--- src/rtl/uart_rf_pkg.sv ---
package uart_rf_pkg;

    typedef enum logic [1:0] {
        REG_RXDATA = 2'd0,
        REG_TXDATA = 2'd1,
        REG_STATUS = 2'd2,
        REG_CTRL   = 2'd3
    } reg_idx_e;

    typedef enum logic [1:0] {
        FIFO_EMPTY = 2'd0,
        FIFO_PART  = 2'd1,
        FIFO_FULL  = 2'd2
    } fifo_state_e;

    localparam int ST_RXVALID = 0;
    localparam int ST_RXFULL  = 1;
    localparam int ST_TXEMPTY = 2;
    localparam int ST_TXFULL  = 3;
    localparam int ST_PEND    = 4;

    localparam int CT_TXRST   = 0;
    localparam int CT_RXFLUSH = 1;
    localparam int CT_IE      = 4;

endpackage

--- src/rtl/uart_rf_decode.sv ---
module uart_rf_decode
    import uart_rf_pkg::*;
#(
    parameter int ADDR_W = 4
) (
    input  logic              sel_i,
    input  logic              wr_i,
    input  logic [ADDR_W-1:0] addr_i,
    output reg_idx_e          idx_o,
    output logic              rd_rx_o,
    output logic              wr_tx_o,
    output logic              wr_ctrl_o,
    output logic              wr_stat_o
);
    // Word index taken from bits [3:2]; the byte lane bits carry no meaning.
    assign idx_o = reg_idx_e'(addr_i[3:2]);

    always_comb begin
        rd_rx_o   = 1'b0;
        wr_tx_o   = 1'b0;
        wr_ctrl_o = 1'b0;
        wr_stat_o = 1'b0;
        if (sel_i) begin
            unique case (idx_o)
                REG_RXDATA: rd_rx_o   = !wr_i;
                REG_TXDATA: wr_tx_o   = wr_i;
                REG_STATUS: wr_stat_o = wr_i;
                REG_CTRL:   wr_ctrl_o = wr_i;
                default:    ;
            endcase
        end
    end
endmodule

--- src/rtl/uart_rf_rxfifo.sv ---
module uart_rf_rxfifo
    import uart_rf_pkg::*;
#(
    parameter int DEPTH  = 8,
    parameter int BYTE_W = 8,
    localparam int PTR_W = $clog2(DEPTH),
    localparam int CNT_W = PTR_W + 1
) (
    input  logic              clk,
    input  logic              rst_n,
    input  logic              push_i,
    input  logic [BYTE_W-1:0] push_data_i,
    input  logic              pop_i,
    input  logic              flush_i,
    output logic [BYTE_W-1:0] head_o,
    output logic [CNT_W-1:0]  count_o,
    output logic              nonempty_next_o,
    output fifo_state_e       state_o,
    output logic              ready_o
);
    logic [PTR_W-1:0]  wp_q, wp_d, rd_idx;
    logic [CNT_W-1:0]  cnt_q, cnt_d;
    logic [BYTE_W-1:0] mem [DEPTH];
    fifo_state_e       state_q, state_d;
    logic              push_ok, pop_ok;

    // Flush beats both push and pop in the same cycle.
    assign push_ok = push_i && (state_q != FIFO_FULL) && !flush_i;
    assign pop_ok  = pop_i && (cnt_q != '0) && !flush_i;

    // Oldest entry sits count places behind the write pointer.
    assign rd_idx = wp_q - cnt_q[PTR_W-1:0];
    assign head_o = mem[rd_idx];

    always_comb begin
        if (flush_i) begin
            wp_d  = '0;
            cnt_d = '0;
        end else begin
            wp_d  = wp_q + PTR_W'(push_ok);
            cnt_d = cnt_q + CNT_W'(push_ok) - CNT_W'(pop_ok);
        end
    end

    genvar gi;
    generate
        for (gi = 0; gi < DEPTH; gi++) begin : g_slot
            always_ff @(posedge clk or negedge rst_n) begin
                if (!rst_n) begin
                    mem[gi] <= '0;
                end else if (push_ok && (wp_q == PTR_W'(gi))) begin
                    mem[gi] <= push_data_i;
                end
            end
        end
    endgenerate

    // Occupancy state machine: next state.
    always_comb begin
        state_d = state_q;
        if (flush_i) begin
            state_d = FIFO_EMPTY;
        end else begin
            unique case (state_q)
                FIFO_EMPTY: if (push_ok) state_d = FIFO_PART;
                FIFO_PART: begin
                    if (push_ok && !pop_ok && cnt_q == CNT_W'(DEPTH - 1))
                        state_d = FIFO_FULL;
                    else if (pop_ok && !push_ok && cnt_q == CNT_W'(1))
                        state_d = FIFO_EMPTY;
                end
                FIFO_FULL:  if (pop_ok) state_d = FIFO_PART;
                default:    state_d = FIFO_EMPTY;
            endcase
        end
    end

    // Occupancy state machine: state register.
    always_ff @(posedge clk or negedge rst_n) begin
        if (!rst_n) begin
            state_q <= FIFO_EMPTY;
            wp_q    <= '0;
            cnt_q   <= '0;
        end else begin
            state_q <= state_d;
            wp_q    <= wp_d;
            cnt_q   <= cnt_d;
        end
    end

    // Occupancy state machine: outputs.
    always_comb begin
        ready_o = 1'b1;
        unique case (state_q)
            FIFO_EMPTY: ready_o = 1'b1;
            FIFO_PART:  ready_o = 1'b1;
            FIFO_FULL:  ready_o = 1'b0;
            default:    ready_o = 1'b1;
        endcase
    end

    assign state_o         = state_q;
    assign count_o         = cnt_q;
    assign nonempty_next_o = (cnt_d != '0);
endmodule

--- src/rtl/uart_rf_ctrl.sv ---
module uart_rf_ctrl
    import uart_rf_pkg::*;
#(
    parameter int DATA_W = 32,
    parameter int BYTE_W = 8
) (
    input  logic              clk,
    input  logic              rst_n,
    input  logic              wr_tx_i,
    input  logic              wr_ctrl_i,
    input  logic [DATA_W-1:0] wdata_i,
    input  logic              rx_nonempty_next_i,
    output logic [DATA_W-1:0] ctrl_o,
    output logic [DATA_W-1:0] txdata_o,
    output logic              pend_o,
    output logic              tx_strobe_o,
    output logic [BYTE_W-1:0] tx_byte_o,
    output logic              irq_o
);
    logic [DATA_W-1:0] ctrl_q, txdata_q;
    logic              pend_q, strobe_q;
    logic [BYTE_W-1:0] byte_q;

    always_ff @(posedge clk or negedge rst_n) begin
        if (!rst_n) begin
            ctrl_q   <= '0;
            txdata_q <= '0;
            pend_q   <= 1'b0;
            strobe_q <= 1'b0;
            byte_q   <= '0;
        end else begin
            strobe_q <= wr_tx_i;
            if (wr_ctrl_i) ctrl_q <= wdata_i;
            if (wr_tx_i) begin
                txdata_q <= wdata_i;
                byte_q   <= wdata_i[BYTE_W-1:0];
            end
            // Sticky: only reset ever lowers it.
            if (wr_tx_i || rx_nonempty_next_i) pend_q <= 1'b1;
        end
    end

    assign ctrl_o      = ctrl_q;
    assign txdata_o    = txdata_q;
    assign pend_o      = pend_q;
    assign tx_strobe_o = strobe_q;
    assign tx_byte_o   = byte_q;
    assign irq_o       = pend_q && ctrl_q[CT_IE];
endmodule

--- src/rtl/uart_regfront.sv ---
module uart_regfront
    import uart_rf_pkg::*;
#(
    parameter int ADDR_W = 4,
    parameter int DATA_W = 32,
    parameter int BYTE_W = 8,
    parameter int DEPTH  = 8,
    localparam int CNT_W = $clog2(DEPTH) + 1
) (
    input  logic              clk,
    input  logic              rst_n,
    input  logic              bus_sel,
    input  logic              bus_wr,
    input  logic [ADDR_W-1:0] bus_addr,
    input  logic [DATA_W-1:0] bus_wdata,
    output logic [DATA_W-1:0] bus_rdata,
    output logic              bus_err,
    input  logic              rx_valid,
    input  logic [BYTE_W-1:0] rx_byte,
    output logic              rx_ready,
    output logic              tx_strobe,
    output logic [BYTE_W-1:0] tx_byte,
    output logic              irq
);
    reg_idx_e          idx;
    logic              rd_rx, wr_tx, wr_ctrl, wr_stat;
    logic              flush_req;
    logic [BYTE_W-1:0] rx_head;
    logic [CNT_W-1:0]  rx_count;
    logic              rx_nonempty_next;
    fifo_state_e       rx_state;
    logic [DATA_W-1:0] ctrl_val, txdata_val, status_val;
    logic              pend;

    uart_rf_decode #(.ADDR_W(ADDR_W)) u_dec (
        .sel_i     (bus_sel),
        .wr_i      (bus_wr),
        .addr_i    (bus_addr),
        .idx_o     (idx),
        .rd_rx_o   (rd_rx),
        .wr_tx_o   (wr_tx),
        .wr_ctrl_o (wr_ctrl),
        .wr_stat_o (wr_stat)
    );

    assign flush_req = wr_ctrl && bus_wdata[CT_RXFLUSH];

    uart_rf_rxfifo #(.DEPTH(DEPTH), .BYTE_W(BYTE_W)) u_fifo (
        .clk             (clk),
        .rst_n           (rst_n),
        .push_i          (rx_valid),
        .push_data_i     (rx_byte),
        .pop_i           (rd_rx),
        .flush_i         (flush_req),
        .head_o          (rx_head),
        .count_o         (rx_count),
        .nonempty_next_o (rx_nonempty_next),
        .state_o         (rx_state),
        .ready_o         (rx_ready)
    );

    uart_rf_ctrl #(.DATA_W(DATA_W), .BYTE_W(BYTE_W)) u_ctrl (
        .clk                (clk),
        .rst_n              (rst_n),
        .wr_tx_i            (wr_tx),
        .wr_ctrl_i          (wr_ctrl),
        .wdata_i            (bus_wdata),
        .rx_nonempty_next_i (rx_nonempty_next),
        .ctrl_o             (ctrl_val),
        .txdata_o           (txdata_val),
        .pend_o             (pend),
        .tx_strobe_o        (tx_strobe),
        .tx_byte_o          (tx_byte),
        .irq_o              (irq)
    );

    always_comb begin
        status_val             = '0;
        status_val[ST_RXVALID] = (rx_state != FIFO_EMPTY);
        status_val[ST_RXFULL]  = (rx_state == FIFO_FULL);
        status_val[ST_TXEMPTY] = 1'b1;
        status_val[ST_TXFULL]  = 1'b0;
        status_val[ST_PEND]    = pend;
    end

    always_comb begin
        bus_rdata = '0;
        unique case (idx)
            REG_RXDATA: bus_rdata = DATA_W'(rx_head);
            REG_TXDATA: bus_rdata = txdata_val;
            REG_STATUS: bus_rdata = status_val;
            REG_CTRL:   bus_rdata = ctrl_val;
            default:    bus_rdata = '0;
        endcase
    end

    assign bus_err = wr_stat;
endmodule

--- config.mk ---
export PLATFORM = sky130hd
export DESIGN_NAME = uart_regfront
export DESIGN_NICKNAME = d
export VERILOG_FILES = /design/src/rtl/uart_rf_pkg.sv /design/src/rtl/uart_rf_decode.sv /design/src/rtl/uart_rf_rxfifo.sv /design/src/rtl/uart_rf_ctrl.sv /design/src/rtl/uart_regfront.sv
export SDC_FILE = /design/constraint.sdc
export NUM_CORES = 1
export LEC_CHECK = 0
export ABC_AREA = 1
export ABC_CLOCK_PERIOD_IN_PS = 3200
export CAP_MARGIN = 25
export CORE_MARGIN = 5
export CORE_UTILIZATION = 55
export CTS_BUF_LIST = sky130_fd_sc_hd__clkbuf_16
export CTS_CLUSTER_DIAMETER = 200
export DETAILED_ROUTE_END_ITERATION = 7
export GPL_TIMING_DRIVEN = 0
export PLACE_DENSITY = 0.83
export SKIP_LAST_GASP = 1
export SYNTH_ARGS = -nofsm -noshare
export SYNTH_HDL_FRONTEND = slang
export SYNTH_SLANG_ARGS = --single-unit
--- constraint.sdc ---
create_clock -name clk -period 3.2 [get_ports clk]
set_clock_uncertainty 0.15 [all_clocks]
set_input_delay 0.32 -clock clk [delete_from_list [all_inputs] [get_ports clk]]
set_output_delay 0.32 -clock clk [all_outputs]
set_load 0.05 [all_outputs]
# --- Yosys cells after proc, flatten, opt, wreduce, memory -nomap -nowiden ---
# Index checks and enable logic that the tools add are counted.
totals:
  register_bits: 147
  word_cells: 91
classes:
  addsub: 4
  bitwise: 1
  mux: 21
  n_reduce_logical: 30
  n_eq_ne: 18
  magnitude_cmp: 1
op_table:
  columns: ["operator", "n"]
  rows:
  - ["one-hot mux 32 bit (4 select lines)", 1]
  - ["binary-select mux 8 bit (select 3 bit)", 1]
  - ["logical AND 1 bit", 18]
  - ["two-way mux 8 bit", 2]
  - ["== test 3 bit, second input constant", 4]
  - ["two-way mux 2 bit", 5]
  - ["two-way mux 1 bit", 9]
  - ["nonzero test 4 bit", 2]
  - ["== test 2 bit, second input constant", 3]
  - ["== test 3 x 2 -> 1 bit, second input constant", 2]
  - ["!= test 3 x 1 -> 1 bit, second input constant", 2]
  - ["one-hot mux 2 bit (3 select lines)", 1]
  - ["adder 4 x 1 -> 4 bit", 1]
  - ["== test 2 x 1 -> 1 bit, second input constant", 2]
  - ["== test 4 x 1 -> 1 bit, second input constant", 1]
  - ["== test 4 x 3 -> 1 bit, second input constant", 1]
  - [">= comparator 4 bit, second input constant", 1]
  - ["zero test 1 bit", 4]
  - ["zero test 2 bit", 2]
  - ["two-way mux 4 bit", 1]
  - ["!= test 4 x 1 -> 1 bit, second input constant", 1]
  - ["NOT 3 -> 4 bit", 1]
  - ["subtractor 4 x 1 -> 4 bit", 1]
  - ["adder 3 x 1 -> 3 bit", 1]
  - ["8 further kinds", 8]

# --- Depth between registers and ports, before layout ---
depth:
  ltp_word: 13
  mapped_depth: 13
  mapped_depth_nobuf: 13

# --- Cells and area by module ---
# From an unflattened synthesis, not the netlist that was laid out.
hier_totals:
  hier_cells: 885
  hier_area_um2: 6954.2
by_module_without_submodules:
  columns: ["module", "seq_area_each_um2", "area_per_inst_um2", "n_inst", "cells_per_inst"]
  rows:
  - ["uart_rf_rxfifo", 1826.8, 3643.5, 1, 457]
  - ["uart_rf_ctrl", 1651.6, 2703.8, 1, 286]
  - ["uart_regfront", 0.0, 543.0, 1, 127]
  - ["uart_rf_decode", 0.0, 63.8, 1, 15]

# --- Worst setup path after synthesis ---
# OpenSTA, ideal clock, no wires.
synth_timing:
  path_type: "flip-flop to output port"
  from: "register u_fifo.wp_q[0]"
  to: "output port bus_rdata[3]"
  setup_slack_ns: 0.180
  path_stages_with_launch: 13
  arrival_ns: 2.550
  required_ns: 2.730
  cell_sequence: "dfrtp_1 inv_2 ha_1 inv_1 fa_1 buf_2 inv_1 buf_2 nor2_1 o21ai_0 nand3_1 nand3_1 nand3_1"
synth_via:
  elab_chain_cells: 6
synth_lines:
  columns: ["item", "line", "text"]
  rows:
  - ["start, declared", "uart_rf_rxfifo.sv:21", "logic [PTR_W-1:0] wp_q, wp_d, rd_idx;"]
  - ["start signal, assigned", "uart_rf_rxfifo.sv:86", "wp_q <= wp_d;"]
  - ["subtractor 3 bit", "uart_rf_rxfifo.sv:32", "assign rd_idx = wp_q - cnt_q[PTR_W-1:0];"]
  - ["NOT 3 -> 4 bit (not written as such)", "uart_rf_rxfifo.sv:33", "assign head_o = mem[rd_idx];"]
  - ["binary-select mux 8 bit (select 3 bit)", "uart_rf_rxfifo.sv:33", null]
  - ["two-way mux 8 bit (not written as such) (2 in series)", "uart_rf_rxfifo.sv:33", null]
  - ["one-hot mux 32 bit (4 select lines)", "uart_regfront.sv:88", "unique case (idx)"]
  - ["end, declared", "uart_regfront.sv:16", "output logic [DATA_W-1:0] bus_rdata,"]
# No other way between the ends. The select of a mux whose other input is x is not followed.

# --- Worst setup path in the final report ---
layout_timing:
  from: "register u_fifo.wp_q[0]"
  to: "output port bus_rdata[7]"
# Same word-level chain as after synthesis.

==> results.yml <==
sta:
  rsz0062_at_grt: "yes"
  relSlewSlack_pct: 62.5
  max_slew.worst_pin.slew_ns: 0.562
  finalCritPeriodShare_pct: 99.2
  setup_viol: 0
  finalHoldViolations: 0
  fin_setup_tns_ns: 0
  timing.final.crit_period_ns: 3.18
  finalMaxSlewViolations: 0
  fin_ws_ns: 0.0240
  max_freq_mhz: 315
drt:
  dr.first_iter.drc_count: 577
  dr.pass1.iters: 8
  viasPerCell: 5.54
  routed_wl_um: 18800
  vias: 6047
  ant_nets: 0
  wl_per_cell_um: 17.2
  drcViolationCount: 0
die:
  start_util_pct: 56.1
  die_y_um: 121
  rows: 40
  coreArea_sq_um: 12000
  die_x_um: 121
  ios: 93
  die-area_sq_um: 14600
finish:
  nets: 990
  fin_cells: 1091
  layout_commonest_cell: "nand2_1"
  final_area_sq_um: 8660
  fillers: 863
  fin_util_pct: 72.1
  mostFrequentLayoutCells: "274 x nand2_1, 137 x dfrtp_1, 73 x o21ai_0, 73 x clkdlybuf4s50_1"
  antenna_cells: 0
  areaGrowthSynthToFinish_pct: 28.4
  drive_gt1_share_pct: 11.8
grt:
  overflow: 0
  grt_pass1_wl_um: 30600
  grt_max_degree: 95
  grt_pass1_vias: 6035
  antenna_found_initial: 0
  grtUsageTotal_pct: 27.0
critical_path:
  crit_slowest_cell: "fa_1"
  worstPathMaxFanout: 10
  path_cells: "inv_6, ha_1, inv_1, fa_1, buf_6, buf_4, nor2_1, o21ai_0, nand3_1, nand3_2, nand2_2, buf_8"
  cp-start-kind: "flip-flop"
  crit_type: "flip-flop to output port"
  end_kind: "output port"
  crit_required_ns: 2.73
  cp_top_family: "buffers and inverters"
  cpPeakStageDelay_ns: 0.46
  arrival_ns: 2.71
  crit_buf_inv: 5
placed_design:
  placed_cells: 1053
  post-place-ws_ns: -0.791
  portBuffers: 90
  gp_congestion: 0.882
  dpl-instance-area_sq_um: 7860
  dpl.hpwl_um: 12500
synth:
  syn_inst: 815
  yosys_warnings: 0
  synth_top_area_cell: "dfrtp_1"
  ys_seq_area_share_pct: 51.6
  ys_seq_elements: 139
  synth_edf_count: 0
  ys.flop_type: "dfrtp_1"
  syn_nets: 874
  async_flop_share_pct: 100
  synth.area.top_cells: "dfrtp_1 52%, nand2_1 15%, o21ai_0 5.5%, o21ai_1 5.0%, inv_1 3.8%"
  syn_avg_cell_area_sq_um: 8.27
  synth_top_area_share_pct: 51.6
  syn_area_sq_um: 6740
  netlist-cell-type-count: 35
clock_network:
  cts_max_level: 4
  clockBufferDepth: 2
  clock-sinks: 139
  cts_inserted_buffers: 17
  clk_pin_slew_ns: 0.06
  clock_latency_ns: 0.43
  cts_tree: "done"
  cts_root_buf: "clkbuf_16"
power_and_ir_drop:
  worst_ir_drop_vdd_mv: 0.635
  p_per_area_nw_per_um2: 1090
  leakagePower_nw: 4.29
hold_path:
  hold_path.class: "primary input to asynchronous set/reset pin"
outcome:
  status: "finished, final reports clean"
flow_run:
  drv_cap: 0
-- Yosys cell counts, types with 2 or more instances --
| library cell | number |
|---|---|
| nand2_1 | 278 |
| dfrtp_1 | 139 |
| o21ai_0 | 74 |
| inv_1 | 69 |
| o21ai_1 | 67 |
| nor2_1 | 55 |
| nand3_1 | 32 |
| clkbuf_1 | 19 |
| a21oi_1 | 13 |
| buf_4 | 9 |
| buf_2 | 8 |
| buf_6 | 8 |
| ha_1 | 8 |
| nand4_4 | 8 |
| inv_2 | 3 |
| fa_1 | 2 |
| mux2_2 | 2 |
| nand2_4 | 2 |
| o21bai_1 | 2 |
| o22ai_1 | 2 |
-- logic make-up after synthesis --
kind of cell             share of synthesized area, %
AND/OR/NAND/NOR                                  24.5
multiplexers                                    0.334
XOR/XNOR                                         1.02
adder cells (fa/ha/maj)                          2.08
buffers and inverters                            8.22
AO/OA/AOI/OAI                                    12.2
flip-flops                                       51.6
-- cell type report --
class	count	area [sq um]	area share (%)
flip-flops and latches	139	3480	40.2
repair buffers	97	1030	11.9
multi-input cells	558	2750	31.7
clock buffers	17	425	4.91
well taps	147	184	2.12
inverters	73	292	3.37
clock inverters	15	198	2.28
plain buffers	45	298	3.44
-- worst paths after layout --
| kind | from | cells after the start | endpoint | slack, ns |
|---|---|---|---|---|
| worst min register to register | u_ctrl.txdata_o[24] | 2 | u_ctrl.txdata_o[24] | 0.32 |
| max in group asynchronous | rst_n | 3 | u_fifo.state_o[0] | 1.85 |
| worst max-delay path | u_fifo.wp_q[0] | 12 | bus_rdata[7] | 0.02 |
| min in group clk | bus_wdata[18] | 3 | u_ctrl.txdata_o[18] | 0.30 |
| worst max register to register | u_fifo.count_o[2] | 12 | u_ctrl.pend_o | 0.61 |
| worst min-delay path | rst_n | 2 | u_fifo.mem[6] | 0.24 |
-- report_power, final --
part / internal (mW) / switching, mW
Sequential: 2.34 / 0.362
Combinational: 1.71 / 2.92
Clock: 1.30 / 0.774
-- per-stage QoR --
| step | hold WS, ns | total power [mW] |
|---|---|---|
| global route | 0.284 | 9.96 |
| detailed placement | 0.128 | 6.75 |
| finish | 0.237 | 9.41 |
| CTS | 0.249 | 9.09 |
| global placement | 0.304 | 6.64 |
| floorplan | -0.126 | 5.55 |
-- state kept, by name (all words and copies together), names as in the netlist --
name,cells
u_ctrl.tx_strobe_o,1
u_fifo.state_o,2
u_fifo.count_o,4
u_fifo.wp_q,3
u_ctrl.ctrl_o,32
u_fifo.mem,64
u_ctrl.pend_o,1
u_ctrl.tx_byte_o,7
u_ctrl.txdata_o,25
-- metal layers --
layer  track usage (%)  wire length [um]  vias to the layer above
li1                  -                 -                     2832
met1              35.6              7720                     2878
met2              42.9              8910                      281
met3              7.34              1560                       56
met4              9.84               581                        0
met5                 0                 0                        -
-- worst reg2reg max path, delay by kind of cell, from the launching register on --
kind	cells	cell delay, ns
buf+inv	1	0.09
flops	1	0.46
simple gates	7	0.84
fa+ha+maj	3	0.83
compound gates	1	0.17
-- what timing repair did --
item / CTS / global route
endpoints found under the setup margin: 16 / 24
buffers inserted: 3 / 1
gates resized for setup: 68 / 31
gates cloned: 0 / 1
hold buffers: 1 / 0
pin swaps: 3 / 7
endpoints found under the hold margin: 45 / 0
Note: power is estimated with default switching activity, not from simulation.
